$ cat config.mk
export PLATFORM = sky130hd
export DESIGN_NAME = wavegen_chan
export DESIGN_NICKNAME = d
export VERILOG_FILES = /design/src/rtl/wg_pkg.sv /design/src/rtl/wg_evt_detect.sv /design/src/rtl/wg_counter.sv /design/src/rtl/wg_out_ctl.sv /design/src/rtl/wg_status.sv /design/src/rtl/wavegen_chan.sv
export SDC_FILE = /design/constraint.sdc
export NUM_CORES = 1
export LEC_CHECK = 0
export BUFFER_PORTS_ARGS = -buffer_cell sky130_fd_sc_hd__buf_4
export CAP_MARGIN = 15
export CORE_UTILIZATION = 36
export DETAILED_ROUTE_END_ITERATION = 7
export SLEW_MARGIN = 5
export SYNTH_ARGS = -nofsm -noshare
export SYNTH_HDL_FRONTEND = slang
export SYNTH_HIERARCHICAL = 1
export SYNTH_SLANG_ARGS = --single-unit
$ cat constraint.sdc
create_clock -name clk -period 2.6 [get_ports clk]
set_input_delay 0.13 -clock clk [delete_from_list [all_inputs] [get_ports clk]]
set_output_delay 0.13 -clock clk [all_outputs]
set_load 0.02 [all_outputs]
$ cat src/rtl/wg_pkg.sv
`timescale 1ns/1ps
package wg_pkg;

  typedef enum logic [1:0] {
    ACT_NONE = 2'd0,
    ACT_SET  = 2'd1,
    ACT_CLR  = 2'd2,
    ACT_TGL  = 2'd3
  } act_t;

  typedef enum logic [1:0] {
    WM_UP      = 2'd0,
    WM_UPDN    = 2'd1,
    WM_UP_RC   = 2'd2,
    WM_UPDN_RC = 2'd3
  } wmode_t;

  typedef enum logic [1:0] {
    EDG_NONE = 2'd0,
    EDG_RISE = 2'd1,
    EDG_FALL = 2'd2,
    EDG_BOTH = 2'd3
  } edge_t;

  // event sources per output, index 0 has the highest priority
  localparam int NUM_SRC  = 4;
  localparam int SRC_SW   = 0;
  localparam int SRC_EVT  = 1;
  localparam int SRC_CMPC = 2;
  localparam int SRC_CMPX = 3;

  function automatic logic apply_act(input act_t a, input logic q);
    case (a)
      ACT_SET: return 1'b1;
      ACT_CLR: return 1'b0;
      ACT_TGL: return ~q;
      default: return q;
    endcase
  endfunction

endpackage

$ cat src/rtl/wg_evt_detect.sv
`timescale 1ns/1ps
module wg_evt_detect
  import wg_pkg::*;
#(
  parameter int NLINES = 4,
  localparam int SELW = (NLINES > 1) ? $clog2(NLINES) : 1
) (
  input  logic              clk,
  input  logic              rst,
  input  logic [NLINES-1:0] lines,
  input  logic [SELW-1:0]   sel,
  input  logic [1:0]        edge_mode,
  output logic              evt
);

  // every line is delayed, so switching the index makes no false edge
  logic [NLINES-1:0] prev_q;
  logic cur_l, old_l;

  always_ff @(posedge clk) begin
    if (rst) prev_q <= '0;
    else     prev_q <= lines;
  end

  assign cur_l = lines[sel];
  assign old_l = prev_q[sel];

  always_comb begin
    case (edge_t'(edge_mode))
      EDG_RISE: evt = cur_l & ~old_l;
      EDG_FALL: evt = ~cur_l & old_l;
      EDG_BOTH: evt = cur_l ^ old_l;
      default:  evt = 1'b0;
    endcase
  end

endmodule

$ cat src/rtl/wg_counter.sv
`timescale 1ns/1ps
module wg_counter
  import wg_pkg::*;
#(
  parameter int CW = 32
) (
  input  logic          clk,
  input  logic          rst,
  input  logic          cmd_start,
  input  logic          cmd_halt,
  input  logic          trig,
  input  logic [1:0]    wave_mode,
  input  logic [CW-1:0] cmp_c,
  input  logic          stop_at_c,
  input  logic          halt_at_c,
  output logic [CW-1:0] cnt_q,
  output logic          clk_on_q,
  output logic          run,
  output logic          hit_c
);

  localparam logic [CW-1:0] CNT_TOP  = '1;
  localparam logic [CW-1:0] CNT_ZERO = '0;
  localparam logic [CW-1:0] CNT_ONE  = CW'(1);

  logic          stopped_q;
  logic          down_q;
  logic [CW-1:0] cnt_nxt;
  logic          down_nxt;
  logic          freeze;
  logic          at_top;

  assign run    = clk_on_q & ~stopped_q;
  assign hit_c  = run && (cnt_q == cmp_c);
  assign freeze = hit_c && (stop_at_c || halt_at_c);

  always_comb begin
    cnt_nxt  = cnt_q + CNT_ONE;
    down_nxt = 1'b0;
    at_top   = 1'b0;
    case (wmode_t'(wave_mode))
      WM_UP: begin
        cnt_nxt = cnt_q + CNT_ONE;
      end
      WM_UP_RC: begin
        cnt_nxt = (cnt_q == cmp_c) ? CNT_ZERO : cnt_q + CNT_ONE;
      end
      WM_UPDN, WM_UPDN_RC: begin
        if (wmode_t'(wave_mode) == WM_UPDN_RC)
          at_top = (cnt_q == cmp_c) || (cnt_q == CNT_TOP);
        else
          at_top = (cnt_q == CNT_TOP);
        if (!down_q) begin
          if (at_top && cnt_q == CNT_ZERO) begin
            cnt_nxt  = CNT_ZERO;
            down_nxt = 1'b0;
          end else if (at_top) begin
            cnt_nxt  = cnt_q - CNT_ONE;
            down_nxt = 1'b1;
          end else begin
            cnt_nxt  = cnt_q + CNT_ONE;
            down_nxt = 1'b0;
          end
        end else begin
          if (cnt_q == CNT_ZERO) begin
            cnt_nxt  = CNT_ONE;
            down_nxt = 1'b0;
          end else begin
            cnt_nxt  = cnt_q - CNT_ONE;
            down_nxt = 1'b1;
          end
        end
      end
      default: begin
        cnt_nxt  = cnt_q + CNT_ONE;
        down_nxt = 1'b0;
      end
    endcase
  end

  always_ff @(posedge clk) begin
    if (rst) begin
      cnt_q     <= '0;
      down_q    <= 1'b0;
      clk_on_q  <= 1'b0;
      stopped_q <= 1'b0;
    end else begin
      if (cmd_halt)       clk_on_q <= 1'b0;
      else if (cmd_start) clk_on_q <= 1'b1;
      if (hit_c && halt_at_c) clk_on_q <= 1'b0;

      if (trig) begin
        cnt_q     <= '0;
        down_q    <= 1'b0;
        stopped_q <= 1'b0;
      end else if (freeze) begin
        if (stop_at_c) stopped_q <= 1'b1;
      end else if (run) begin
        cnt_q  <= cnt_nxt;
        down_q <= down_nxt;
      end
    end
  end

endmodule

$ cat src/rtl/wg_out_ctl.sv
`timescale 1ns/1ps
module wg_out_ctl
  import wg_pkg::*;
#(
  parameter int NSRC = 4
) (
  input  logic                 clk,
  input  logic                 rst,
  input  logic [NSRC-1:0]      hit,
  input  logic [NSRC-1:0][1:0] act,
  output logic                 q
);

  act_t win;

  // scan from lowest priority up so the highest active source overrides
  always_comb begin
    win = ACT_NONE;
    for (int i = NSRC - 1; i >= 0; i--) begin
      if (hit[i] && act[i] != 2'd0) win = act_t'(act[i]);
    end
  end

  always_ff @(posedge clk) begin
    if (rst) q <= 1'b0;
    else     q <= apply_act(win, q);
  end

endmodule

$ cat src/rtl/wg_status.sv
`timescale 1ns/1ps
module wg_status #(
  parameter int NFLAG = 3
) (
  input  logic             clk,
  input  logic             rst,
  input  logic [NFLAG-1:0] set_in,
  input  logic             rd,
  output logic [NFLAG-1:0] flags_q
);

  always_ff @(posedge clk) begin
    if (rst) flags_q <= '0;
    else     flags_q <= set_in | (flags_q & {NFLAG{~rd}});
  end

endmodule

$ cat src/rtl/wavegen_chan.sv
`timescale 1ns/1ps
module wavegen_chan
  import wg_pkg::*;
#(
  parameter int CW     = 32,
  parameter int NLINES = 4,
  localparam int SELW  = (NLINES > 1) ? $clog2(NLINES) : 1
) (
  input  logic              clk,
  input  logic              rst,
  input  logic              cmd_start,
  input  logic              cmd_halt,
  input  logic              cmd_swtrig,
  input  logic [1:0]        wave_mode,
  input  logic [CW-1:0]     cmp_a_val,
  input  logic [CW-1:0]     cmp_b_val,
  input  logic [CW-1:0]     cmp_c_val,
  input  logic [1:0]        act_a_cmpa,
  input  logic [1:0]        act_a_cmpc,
  input  logic [1:0]        act_a_evt,
  input  logic [1:0]        act_a_sw,
  input  logic [1:0]        act_b_cmpb,
  input  logic [1:0]        act_b_cmpc,
  input  logic [1:0]        act_b_evt,
  input  logic [1:0]        act_b_sw,
  input  logic              stop_at_c,
  input  logic              halt_at_c,
  input  logic [SELW-1:0]   evt_sel,
  input  logic [1:0]        evt_edge,
  input  logic              evt_restart,
  input  logic [NLINES-1:0] evt_lines,
  input  logic              stat_rd,
  output logic              out_a,
  output logic              out_b,
  output logic [CW-1:0]     count,
  output logic              clk_enabled,
  output logic              running,
  output logic [2:0]        stat_cmp
);

  localparam int NOUT = 2;

  logic evt_hit;
  logic trig;
  logic run;
  logic hit_a, hit_b, hit_c;
  logic [NOUT-1:0] cmp_hit;
  logic [NOUT-1:0] wave_q;
  logic [NOUT-1:0][NUM_SRC-1:0][1:0] act_sel;

  wg_evt_detect #(.NLINES(NLINES)) u_evt (
    .clk       (clk),
    .rst       (rst),
    .lines     (evt_lines),
    .sel       (evt_sel),
    .edge_mode (evt_edge),
    .evt       (evt_hit)
  );

  assign trig = cmd_swtrig | (evt_hit & evt_restart);

  wg_counter #(.CW(CW)) u_cnt (
    .clk       (clk),
    .rst       (rst),
    .cmd_start (cmd_start),
    .cmd_halt  (cmd_halt),
    .trig      (trig),
    .wave_mode (wave_mode),
    .cmp_c     (cmp_c_val),
    .stop_at_c (stop_at_c),
    .halt_at_c (halt_at_c),
    .cnt_q     (count),
    .clk_on_q  (clk_enabled),
    .run       (run),
    .hit_c     (hit_c)
  );

  assign running = run;
  assign hit_a   = run && (count == cmp_a_val);
  assign hit_b   = run && (count == cmp_b_val);
  assign cmp_hit = {hit_b, hit_a};

  // source order per output: [3] own compare, [2] compare C, [1] event, [0] software
  assign act_sel[0] = {act_a_cmpa, act_a_cmpc, act_a_evt, act_a_sw};
  assign act_sel[1] = {act_b_cmpb, act_b_cmpc, act_b_evt, act_b_sw};

  for (genvar o = 0; o < NOUT; o++) begin : g_out
    logic [NUM_SRC-1:0] src_hit;
    assign src_hit[SRC_SW]   = cmd_swtrig;
    assign src_hit[SRC_EVT]  = evt_hit;
    assign src_hit[SRC_CMPC] = hit_c;
    assign src_hit[SRC_CMPX] = cmp_hit[o];

    wg_out_ctl #(.NSRC(NUM_SRC)) u_out (
      .clk (clk),
      .rst (rst),
      .hit (src_hit),
      .act (act_sel[o]),
      .q   (wave_q[o])
    );
  end

  assign out_a = wave_q[0];
  assign out_b = wave_q[1];

  wg_status #(.NFLAG(3)) u_stat (
    .clk     (clk),
    .rst     (rst),
    .set_in  ({hit_c, hit_b, hit_a}),
    .rd      (stat_rd),
    .flags_q (stat_cmp)
  );

endmodule

==> results of run 1 <==
report_power, final:
| part | internal, W | leakage, nW | switching, W |
|---|---|---|---|
| logic | 0.000292 | 3.20 | 0.000275 |
| registers | 0.000681 | 0.368 | 0.00000944 |
| clock network | 0.000482 | 0.0871 | 0.000302 |
sequential cells by signal, indices dropped and copies added, names as in the netlist:
name and flops:
u_cnt/stopped_q 1, u_cnt/down_q 1, g_out.u_out/q 2, u_stat/flags_q 3
u_cnt/clk_on_q 1, u_evt/prev_q 4, u_cnt/cnt_q 32
how the worst max path moves through the flow:
| stage | start | end | slack, ns | depth (start not counted) |
|---|---|---|---|---|
| global route | u_cnt/cnt_q[6] | u_cnt/cnt_q[6] | -0.11 | 11 |
| floorplan | u_evt/prev_q[3] | u_cnt/cnt_q[23] | 0.002 | 10 |
| detailed placement | u_cnt/cnt_q[1] | u_cnt/cnt_q[5] | -0.25 | 10 |
| finish | u_cnt/cnt_q[6] | u_cnt/cnt_q[24] | -0.07 | 10 |
| global placement | u_cnt/cnt_q[1] | u_cnt/cnt_q[5] | -0.36 | 10 |
| CTS | u_cnt/cnt_q[22] | u_cnt/cnt_q[4] | -0.08 | 9 |
worst max-delay path, cell delays in order (launching register included):
cell,delay (ns)
dfxtp_4,0.38
xor2_2,0.21
nor4_4,0.32
buf_4,0.17
nand4_1,0.18
nor3_2,0.31
buf_4,0.21
o21ai_4,0.11
buf_4,0.18
o32a_1,0.33
o22ai_1,0.18
stage by stage:
step / setup slack, ns / cells / power, W
6_report: -0.06705 / 1083 / 0.002042
5_1_grt: -0.1077 / 1083 / 0.002107
4_1_cts: -0.07819 / 1062 / 0.002006
3_5_place_dp: -0.2495 / 1052 / 0.001213
3_3_place_gp: -0.3643 / 1052 / 0.001208
2_1_floorplan: 0.001596 / 609 / 0.0009013
timing repair:
action / in CTS / in global routing
resized for setup: 19 / 71
pin swaps: 5 / 22
hold buffers: 0 / 0
setup endpoints to repair: 29 / 33
setup buffers: 1 / 20
gates cloned: 1 / 2
synth_stat cells, drive strengths merged, types with 3 or more instances:
library cell	n
inv	15
a32oi	3
clkbuf	32
a31oi	10
nand4	15
and4	3
o21a	5
nor4	38
o32a	4
nand2	51
dfxtp	44
o21ai	20
or4	5
nand3	22
o31a	6
and3	3
a221o	5
or3	16
o211ai	5
a32o	8
o211a	4
a211oi	3
a221oi	7
or2	6
buf	12
nor2b	6
xnor2	4
o22ai	9
nand2b	9
a311oi	3
nand3b	4
o31ai	4
and2	4
ha	5
nor2	43
nor3	28
xor2	95
o311a	4
a21oi	23
logic make-up after synthesis:
kind of cell	after synthesis	synth area share
compound gates	142	0.2338
xor+xnor	99	0.1902
fa+ha+maj	5	0.01372
buf+inv	59	0.05434
flops	44	0.1932
mux	4	0.01427
simple gates	256	0.3005
final cells by class:
type	count	area [µm²]	area share
clock buffers	6	138.9	0.01770
clock inverters	2	38.79	0.004943
inverters	15	56.30	0.007175
multi-input cells	507	3821	0.4869
flip-flops and latches	44	913.4	0.1164
well taps	168	210.2	0.02679
repair buffers	341	2669	0.3401
per-layer routing:
layer | wire [µm] | vias to the layer above
li1 | - | 2890
met1 | 9518 | 3005
met2 | 11350 | 477
met3 | 2963 | 102
met4 | 1368 | 0
met5 | 0 | -
==> results.md, run 1 <==
* Via Count at 6474
* Seq cells post-synth at 44
* Routed WL at 25200 µm
* Core area at around 0.012 mm²
* Gr busiest metal: met2
* Final hold slack at around 0.012 ns
* Hold path startpoint: cmd_halt
* Die area at 0.01312 mm²
* Slew margin rel. at 0.6518
* Predominant post-synthesis flop cell: dfxtp_1
* Final Instance Area at just under 0.008 mm²
* Hold Path Depth at 2
* Violated checks: negative setup slack
* Share of post-route cells with drive strength above 1 at 0.4787
* RR Endpoint: u_cnt/cnt_q[24]
* Cells after Synth at a little over 600
* Leakage at roughly 3.7 nW
* Status: complete, but fails checks
* Largest net degree at the start of global routing at 18
* Met2 Resource Use GR at 0.5968
* Final Hold Viols at 0
* CTS clock-pin slew for the worst setup and hold paths at approximately 0.070 ns
* Post-synth EDFFs at 0
* Initial drt markers at 691
* GRT overflow at 0
* Synth Warn # at 6
* DIE HEIGHT at ~110 µm
* Peak Freq at roughly 370 MHz
* H-tree Lvls at 2
* RSZ-0062 raised after global routing: true
* WL per Instance at 23.27 µm
* Syn_area_per_cell at 7.487 µm²
* R2r worst-path depth at 10
* Commonest cells after routing, fill and taps aside: buf_4, xor2_1, nand2_1
* Layout Utilization at 0.6453
* Final setup violation count at 8
* VDD IR max at between 200 and 250 µV
* Drt first pass iters at 5
* R2R Setup Slk at -0.07 ns
* Max-cap violations at 0
* Clock Tree Buf Depth at 2
* Crit path DAT at around 2.9 ns
* Chip width at approximately 110 µm
* Clock buffer count from CTS at 5
* I/O pin cnt at 170
* Commonest non-fill, non-tap cell in the layout: buf_4
* Syn Nets at roughly 750
* Worst Hold Class: primary input to flop
* Crit-path max FO at 6
* Rows at 40
* PD cells at 260.2 mW/mm²
* Clock Skew at slightly below 0.008 ns
* Clk sinks at between 40 and 50
* Fin nets at around 1100
* Post-DP HPWL at just under 20000 µm
* Tmin final at 2.667 ns
* Initial Util at 0.3749
* Async set-reset flop share out of synthesis at 0
* Antenna violations before repair at 0
* Dpl cell area at between 0.007 and 0.008 mm²
* Worst slew pin tran at 0.5184 ns
* Crit. End Element: flop
* Routability cong. at about 1
* Slew Limit Fails at 0
* Register area share after synthesis at 0.1932
* CTS Root Cell: clkbuf_16
* CP Class: flop to flop
* First-pass GRT wire length at between 30000 and 40000 µm
* Met3 Resource Use GR at 0.07835
* DRC Markers at 0
* Crit Reg-Reg Startpoint: u_cnt/cnt_q[6]
* Fillers at 1085
* Count of input and output buffers at approximately 170
* Post-synth top area cell: dfxtp_1
* Layout area overhead at 72.12%
* Library cells used by synthesis at 68
* Met1 global-route usage at 0.4487
* Tot GR Track Use at 0.3636
* Critical path required time at between 2 and 3 ns
* Drt via density at ~6.0
* Post-route ant nets at 0
* Final worst setup slack at -0.06705 ns
* Largest cells by area after synthesis: dfxtp_1, xor2_1, nor4_1
* Worst-skew pair later-pin latency at roughly 0.3 ns
* Synth top area share at 0.1932
* Hold-critical path endpoint: u_cnt/clk_on_q
* CTS tree: built
* Vias in the first global route at between 6000 and 7000
* Setup TNS Final at -0.2952 ns
* Worst Setup Start Kind: flop
* Fin crit share at 1.026
* Mapped Area at between 0.004 and 0.005 mm²
* # diodes at 0
(Power assumes the default switching activity.)
==> inputs of run 2 (changes only) <==
SLEW_MARGIN = 20   (was 5)
clock period = 2.4 ns   (was 2.6 ns; I/O delays follow)
==> run 2 against run 1 <==
Fmax grew 2.2%. The flow still finishes with violations (negative setup slack). Worst setup slack worse by 0.14 ns. Sequential power grew 8.3%. Sequential cell count is the same. Clock skew increased by 0.0034 ns. Core utilization increased by 0.60 points. Combinational power is 3.7% higher. Routed wire length is 4.0% lower. Design area increased by 0.92%. Non-clock buffer count grew 12. Power fell by 0.28%. Register-to-register slack got worse by 0.14 ns.
==> results.md, run 2 (synthesized netlist as in run 1, its figures left out) <==
* Internal cell power at 0.001421 W (was 0.001455 W)
* CTS clock-pin slew for the worst setup and hold paths at 0.07 ns (about the same)
* Largest regs: u_cnt/cnt_q x32, u_evt/prev_q x4, u_stat/flags_q x3 (unchanged)
* Worst Setup Start Kind: flop (unchanged)
* Tmin final at 2.610 ns (was 2.667 ns)
* First-pass GRT wire length at 35350 µm (was 35220 µm)
* Clk sinks at 44 (unchanged)
* Clock buffer count from CTS at 5 (unchanged)
* Drt first pass iters at 7 (was 5)
* Vias in the first global route at 6250 (was 6070)
* DP Cell Count at 1062 (was 1052)
* DIE HEIGHT at 114.5 µm (unchanged)
* Critical path launch point: u_cnt/cnt_q[18] (was u_cnt/cnt_q[6])
* Routability cong. at 1.031 (was 1.017)
* CTS Root Cell: clkbuf_16 (unchanged)
* Slew margin rel. at 0.6973 (was 0.6518)
* Part of the power in combinational logic at 0.289 (was 0.278)
* Drt via density at 5.781 (was 5.978)
* Crit. End Element: flop (unchanged)
* Slew Limit Fails at 0 (unchanged)
* Status: complete, but fails checks (unchanged)
* Commonest non-fill, non-tap cell in the layout: buf_4 (unchanged)
* Clock Skew at 0.01113 ns (was 0.007745 ns)
* I/O pin cnt at 170 (unchanged)
* Sequential cell area at 925.9 µm² (was 913.4 µm²)
* CP Class: flop to flop (unchanged)
* Critical path required time at 2.59 ns (was 2.81 ns)
* Final Hold Viols at 0 (unchanged)
* Final Non-Filler Cells at 1093 (was 1083)
* WL per Instance at 22.15 µm (was 23.27 µm)
* Fin crit share at 1.087 (was 1.026)
* Core area at 0.01216 mm² (unchanged)
* PD cells at 257.1 mW/mm² (was 260.2 mW/mm²)
* DRC Markers at 0 (unchanged)
* Violated checks: negative setup slack (unchanged)
* Hold path startpoint: halt_at_c (was cmd_halt)
* Antenna violations before repair at 0 (unchanged)
* Final setup violation count at 31 (was 8)
* Share of post-route cells with drive strength above 1 at 0.5049 (was 0.4787)
* Switch Pwr at 0.0006154 W (was 0.0005865 W)
* GRT overflow at 0 (unchanged)
* DR WL met2 at 11060 µm (was 11350 µm)
* Fin nets at 1061 (was 1050)
* Via Count at 6319 (was 6474)
* Peak Freq at 383.2 MHz (was 374.9 MHz)
* RSZ-0062 raised after global routing: true (unchanged)
* Commonest cells after routing, fill and taps aside: buf_4, xor2_1, nand2_1 (unchanged)
* Crit path DAT at 2.80 ns (was 2.88 ns)
* Initial drt markers at 545 (was 691)
* Max-cap violations at 0 (unchanged)
* Setup TNS Final at -3.352 ns (was -0.2952 ns)
* Worst slew pin tran at 0.4525 ns (was 0.5184 ns)
* Max Used Layer: met4 (unchanged)
* Fillers at 1098 (was 1085)
* Worst path max stage delay at 0.53 ns (was 0.38 ns)
* Met3 wire len at 2298 µm (was 2963 µm)
* Leakage at 3.728 nW (was 3.655 nW)
* CP max stage cell: or4_4 (was dfxtp_4)
* Die area at 0.01312 mm² (unchanged)
* Top reg by flops: u_cnt/cnt_q (unchanged)
* Clock share of power at 0.345 (was 0.384)
* Sw frac at 0.3022 (was 0.2872)
* Final worst setup slack at -0.2099 ns (was -0.06705 ns)
* Crit Reg-Reg Startpoint: u_cnt/cnt_q[18] (was u_cnt/cnt_q[6])
* Count of input and output buffers at 169 (unchanged)
* Post-route ant nets at 0 (unchanged)
* Routed WL at 24210 µm (was 25200 µm)
* Crit-path max FO at 5 (was 6)
* Initial Util at 0.3749 (unchanged)
* Post-DP HPWL at 19290 µm (was 19610 µm)
* Rows at 40 (unchanged)
* CP Cell Sequence: or4_4 > or3_4 > nor4_4 > or2b_1 > a21oi_4 > buf_8 > buf_12 > buf_6 > a221o_1 > o311a_1 (was xor2_2 > nor4_4 > buf_4 > nand4_1 > nor3_2 > buf_4 > o21ai_4 > buf_4 > o32a_1 > o22ai_1)
* Sequential power share at 0.367 (was 0.338)
* Met1 wire length at 9914 µm (was 9518 µm)
* Layout area overhead at 73.71% (was 72.12%)
* Worst Hold Class: primary input to flop (unchanged)
* Clock Tree Buf Depth at 2 (unchanged)
* H-tree Lvls at 2 (unchanged)
* VDD IR max at 282.1 µV (was 237.4 µV)
* CTS tree: built (unchanged)
* Tot GR Track Use at 0.3637 (was 0.3636)
* Largest register FFs at 32 (unchanged)
* # diodes at 0 (unchanged)
* Chip width at 114.5 µm (unchanged)
* Worst-skew pair later-pin latency at 0.30 ns (about the same)
* Multi-input logic area at 0.003817 mm² (was 0.003821 mm²)
* Largest net degree at the start of global routing at 19 (was 18)
==> run 2: worst max-delay path: cells and delay by family, from the launching register on <==
| family | cells | cell delay [ns] |
|---|---|---|
| simple gates | 4 | 1.33 |
| flops | 1 | 0.33 |
| compound gates | 3 | 0.44 |
| buf+inv | 3 | 0.39 |
==> run 2: path summary, 6_finish.rpt <==
check                           cells after the start               to  slack [ns]
worst max-delay path                               10  u_cnt/cnt_q[14]       -0.21
worst max register to register                     10  u_cnt/cnt_q[14]       -0.21
worst min register to register                      2  u_cnt/stopped_q        0.47
worst min-delay path                                2   u_cnt/clk_on_q        0.04
==> run 2: power by group through the flow <==
| stage | logic (W) | registers (W) | clock network, W |
|---|---|---|---|
| after detailed placement | 0.000540 | 0.000764 | 0 |
| after CTS | 0.000567 | 0.000746 | 0.000711 |
| after global routing | 0.000623 | 0.000748 | 0.000743 |
| final | 0.000588 | 0.000747 | 0.000702 |
| after global placement | 0.000537 | 0.000764 | 0 |
| after floorplan | 0.000210 | 0.000770 | 0 |
==> run 2: stage by stage <==
stage	area, µm²	hold slack, ns	util	power [W]	worst slack (ns)
global placement	7177	0.3035	0.5901	0.001301	-0.4227
detailed placement	7177	0.3111	0.5901	0.001305	-0.3908
floorplan	4753	0.1891	-	0.0009798	-0.1471
global route	7920	0.05016	0.6512	0.002113	-0.2686
finish	7920	0.03650	0.6512	0.002036	-0.2099
CTS	7724	0.03650	0.6351	0.002024	-0.1824
==> run 2: area by class of cell <==
cell class	count	area share
repair buffers	353	0.3501
well taps	168	0.02654
clock buffers	5	0.01580
flip-flops and latches	44	0.1169
clock inverters	2	0.001580
multi-input cells	506	0.4820
inverters	15	0.007109
==> run 2: routing by layer <==
layer,global-route usage,vias to the layer above
met1,0.4587,2999
met2,0.5871,360
met4,0.1758,0
met5,0,-
li1,-,2905
met3,0.07888,55
==> run 2: timing repair <==
action / CTS / global route
hold buffers: 1 / 0
hold endpoints to repair: 1 / 0
gates cloned: 0 / 0
endpoints found under the setup margin: 34 / 35
pin swaps: 32 / 34
setup buffers: 20 / 4
resized for setup: 55 / 34
==> inputs of run 3 (changes only) <==
ABC_AREA = 1   (was default)
SKIP_CTS_REPAIR_TIMING = 1   (was default)
==> run 3 against run 2 <==
The flow now finishes without violations. Final cell count grew 38%. Register-to-register slack gained 0.39 ns. Via count grew 17%. Global-route usage shrank 7.7 points. Sequential cell count is the same. Clock power shrank 2%. Largest power group is now combinational cells.
==> results.md, run 3 <==
* Leakage at 4.189 nW (was 3.728 nW)
* Crit. End Element: flop (unchanged)
* Final Non-Filler Cells at 1508 (was 1093)
* Cells after Synth at 1087 (was 609)
* Post-synth EDFFs at 0 (unchanged)
* Initial Util at 0.3693 (was 0.3749)
* CP Class: flop to flop (unchanged)
* I/O pin cnt at 170 (unchanged)
* # diodes at 0 (unchanged)
* Overall power at 0.002505 W (was 0.002036 W)
* CTS clock-pin slew for the worst setup and hold paths at 0.07 ns (about the same)
* RSZ-0062 raised after global routing: false (was true)
* Predominant post-synthesis flop cell: dfxtp_1 (unchanged)
* DIE HEIGHT at 129.7 µm (was 114.5 µm)
* DRC Markers at 0 (unchanged)
* Largest cells by area after synthesis: nand2_1, dfxtp_1, inv_1 (was dfxtp_1, xor2_1, nor4_1)
* Clock Skew at 0.01225 ns (was 0.01113 ns)
* Status: completed (was complete, but fails checks)
* Syn Nets at 1223 (was 745)
* Final setup violation count at 0 (was 31)
* CTS tree: built (unchanged)
* Crit-path max FO at 8 (was 5)
* WL per Instance at 16.20 µm (was 22.15 µm)
* Crit Reg-Reg Startpoint: u_cnt/cnt_q[3] (was u_cnt/cnt_q[18])
* Clock buffer count from CTS at 5 (unchanged)
* Syn_area_per_cell at 5.397 µm² (was 7.487 µm²)
* Hold path startpoint: halt_at_c (unchanged)
* VDD IR max at 279.8 µV (was 282.1 µV)
* Worst slew pin tran at 0.4547 ns (was 0.4525 ns)
* Drt first pass iters at 5 (was 7)
* R2r worst-path depth at 11 (was 10)
* Synth top area share at 0.2265 (was 0.1932)
* Gr busiest metal: met2 (unchanged)
* Setup TNS Final at 0 ns (was -3.352 ns)
* Tmin final at 2.223 ns (was 2.610 ns)
* Routability cong. at 1.001 (was 1.031)
* RR Endpoint: u_cnt/cnt_q[17] (was u_cnt/cnt_q[14])
* Async set-reset flop share out of synthesis at 0 (unchanged)
* Slew Limit Fails at 0 (unchanged)
* Share of post-route cells with drive strength above 1 at 0.2314 (was 0.5049)
* Most frequent cell after synthesis: nand2_1 (was xor2_1)
* CP max stage cell: dfxtp_1 (was or4_4)
* Worst path max stage delay at 0.43 ns (was 0.53 ns)
* Hold-critical path endpoint: u_cnt/clk_on_q (unchanged)
* H-tree Lvls at 2 (unchanged)
* Worst-skew pair later-pin latency at 0.30 ns (about the same)
* Post-route ant nets at 0 (unchanged)
* Commonest non-fill, non-tap cell in the layout: nand2_1 (was buf_4)
* Met1 global-route usage at 0.3628 (was 0.4587)
* Largest register FFs at 32 (unchanged)
* Hold Path Depth at 2 (unchanged)
* Count of input and output buffers at 169 (unchanged)
* Tot GR Track Use at 0.2866 (was 0.3637)
* Critical path required time at 2.60 ns (was 2.59 ns)
* CTS Root Cell: clkbuf_16 (unchanged)
* Top cell by count, worst path: nand3_1
* Final Hold Viols at 0 (unchanged)
* Post-DP HPWL at 20330 µm (was 19290 µm)
* Commonest cells in the netlist: nand2_1, inv_1, nor2_1 (was xor2_1, nand2_1, dfxtp_1)
* Core area at 0.01589 mm² (was 0.01216 mm²)
* Largest regs: u_cnt/cnt_q x32, u_evt/prev_q x4, u_stat/flags_q x3 (unchanged)
* R2R Setup Slk at 0.18 ns (was -0.21 ns)
* Clock Tree Buf Depth at 2 (unchanged)
* Synth Warn # at 6 (unchanged)
* Layout area overhead at 34.29% (was 73.71%)
* Worst Setup Start Kind: flop (unchanged)
* Via Count at 7384 (was 6319)
* Met3 Resource Use GR at 0.04500 (was 0.07888)
* Chip width at 129.7 µm (was 114.5 µm)
* Final hold slack at 0.01072 ns (was 0.03650 ns)
* First-pass GRT wire length at 36270 µm (was 35350 µm)
* Top reg by flops: u_cnt/cnt_q (unchanged)
* Peak Freq at 449.7 MHz (was 383.2 MHz)
* Post-synth top area cell: nand2_1 (was dfxtp_1)
* Fillers at 1774 (was 1098)
* Fin crit share at 0.9264 (was 1.087)
* Vias in the first global route at 6728 (was 6250)
* GRT overflow at 0 (unchanged)
* Worst Hold Class: primary input to flop (unchanged)
* Max-cap violations at 0 (unchanged)
* Initial drt markers at 516 (was 545)
* Fin nets at 1428 (was 1061)
* Register area share after synthesis at 0.1501 (was 0.1932)
* CP Cell Sequence: buf_4 > inv_2 > nor3_2 > nand3_1 > nor2_1 > nand3_1 > xor2_1 > o211ai_1 > nand3_1 > nand2_1 > inv_1 (was or4_4 > or3_4 > nor4_4 > or2b_1 > a21oi_4 > buf_8 > buf_12 > buf_6 > a221o_1 > o311a_1)
* Routed WL at 24430 µm (was 24210 µm)
* Mapped Area at 0.005867 mm² (was 0.004559 mm²)
* Clk sinks at 44 (unchanged)
* Drt via density at 4.897 (was 5.781)
* Slew margin rel. at 0.6945 (was 0.6973)
* Commonest cells after routing, fill and taps aside: nand2_1, buf_4, inv_1 (was buf_4, xor2_1, nand2_1)
* Die area at 0.01681 mm² (was 0.01312 mm²)
* Largest net degree at the start of global routing at 26 (was 19)
* Seq cells post-synth at 44 (unchanged)
* Antenna violations before repair at 0 (unchanged)
* PD cells at 318.0 mW/mm² (was 257.1 mW/mm²)
* Met2 Resource Use GR at 0.4920 (was 0.5871)
* Library cells used by synthesis at 32 (was 68)
* DP Cell Count at 1501 (was 1062)
* Crit path DAT at 2.42 ns (was 2.80 ns)
* Rows at 46 (was 40)
run 3: cell count changes after synthesis, sizes merged, moves of 16 or more:
cell | before | now
nand2 | 51 | 358
nor2 | 43 | 141
xnor2 | 4 | 35
nor4 | 38 | 5
clkbuf | 32 | 8
or3 | 16 | 0
nand3 | 22 | 74
buf | 12 | 34
xor2 | 95 | 57
a21oi | 23 | 43
inv | 15 | 177
run 3: kinds of logic (layout without fill, tap and decap cells):
| kind of cell | Yosys count | in the layout | synth area share |
|---|---|---|---|
| xor gates and xnor gates | 92 | 92 | 0.1373 |
| buffers and inverters | 219 | 424 | 0.1531 |
| DFF | 44 | 44 | 0.1501 |
| and+or+nand+nor | 630 | 630 | 0.4543 |
| adders and majority gates | 5 | 5 | 0.01066 |
| AOI/OAI and AO/OA | 97 | 97 | 0.09448 |
run 3: worst max-delay path: cells and delay by family (launching register included):
family / cells / cell delay (ns)
AOI/OAI and AO/OA: 1 / 0.08
buffers and inverters: 3 / 0.33
xor gates and xnor gates: 1 / 0.17
DFF: 1 / 0.43
and+or+nand+nor: 6 / 1.12
run 3: layer usage:
metal,share of wire,vias to the layer above
met4,0.028,0
met2,0.46,314
li1,-,3737
met1,0.43,3292
met5,0,-
met3,0.080,41
run 3: final cells by class:
cell class / instances / area [µm²] / area share
inverters: 177 / 664.4 / 0.08433
well taps: 216 / 270.3 / 0.03430
multi-input cells: 824 / 4095 / 0.5198
flip-flops and latches: 44 / 888.4 / 0.1128
clock inverters: 1 / 5.005 / 0.0006352
clock buffers: 6 / 128.9 / 0.01636
repair buffers: 240 / 1827 / 0.2319
run 3: metrics by stage:
step,cell area (µm²),setup slack (ns),util
CTS,7864,0.1711,0.4950
finish,7879,0.1765,0.4960
detailed placement,7730,0.1913,0.4866
global placement,7730,0.1930,0.4866
global route,7879,0.002083,0.4960
floorplan,5867,0.2732,-
run 3: worst max path at each step:
stage | start | endpoint
floorplan | u_evt/prev_q[3] | u_cnt/cnt_q[27]
global placement | u_cnt/cnt_q[3] | u_cnt/cnt_q[28]
finish | u_cnt/cnt_q[3] | u_cnt/cnt_q[17]
global route | u_cnt/cnt_q[6] | u_cnt/cnt_q[22]
detailed placement | u_cnt/cnt_q[0] | u_cnt/cnt_q[28]
CTS | u_cnt/cnt_q[0] | u_cnt/cnt_q[30]
run 3: power by group:
part,internal [W],switching [W],leakage [nW],total [W]
Sequential,0.000752,0.0000353,0.360,0.000787
Combinational,0.000454,0.000576,3.76,0.00103
Clock,0.000380,0.000309,0.0667,0.000688
Total,0.00159,0.000920,4.19,0.00251
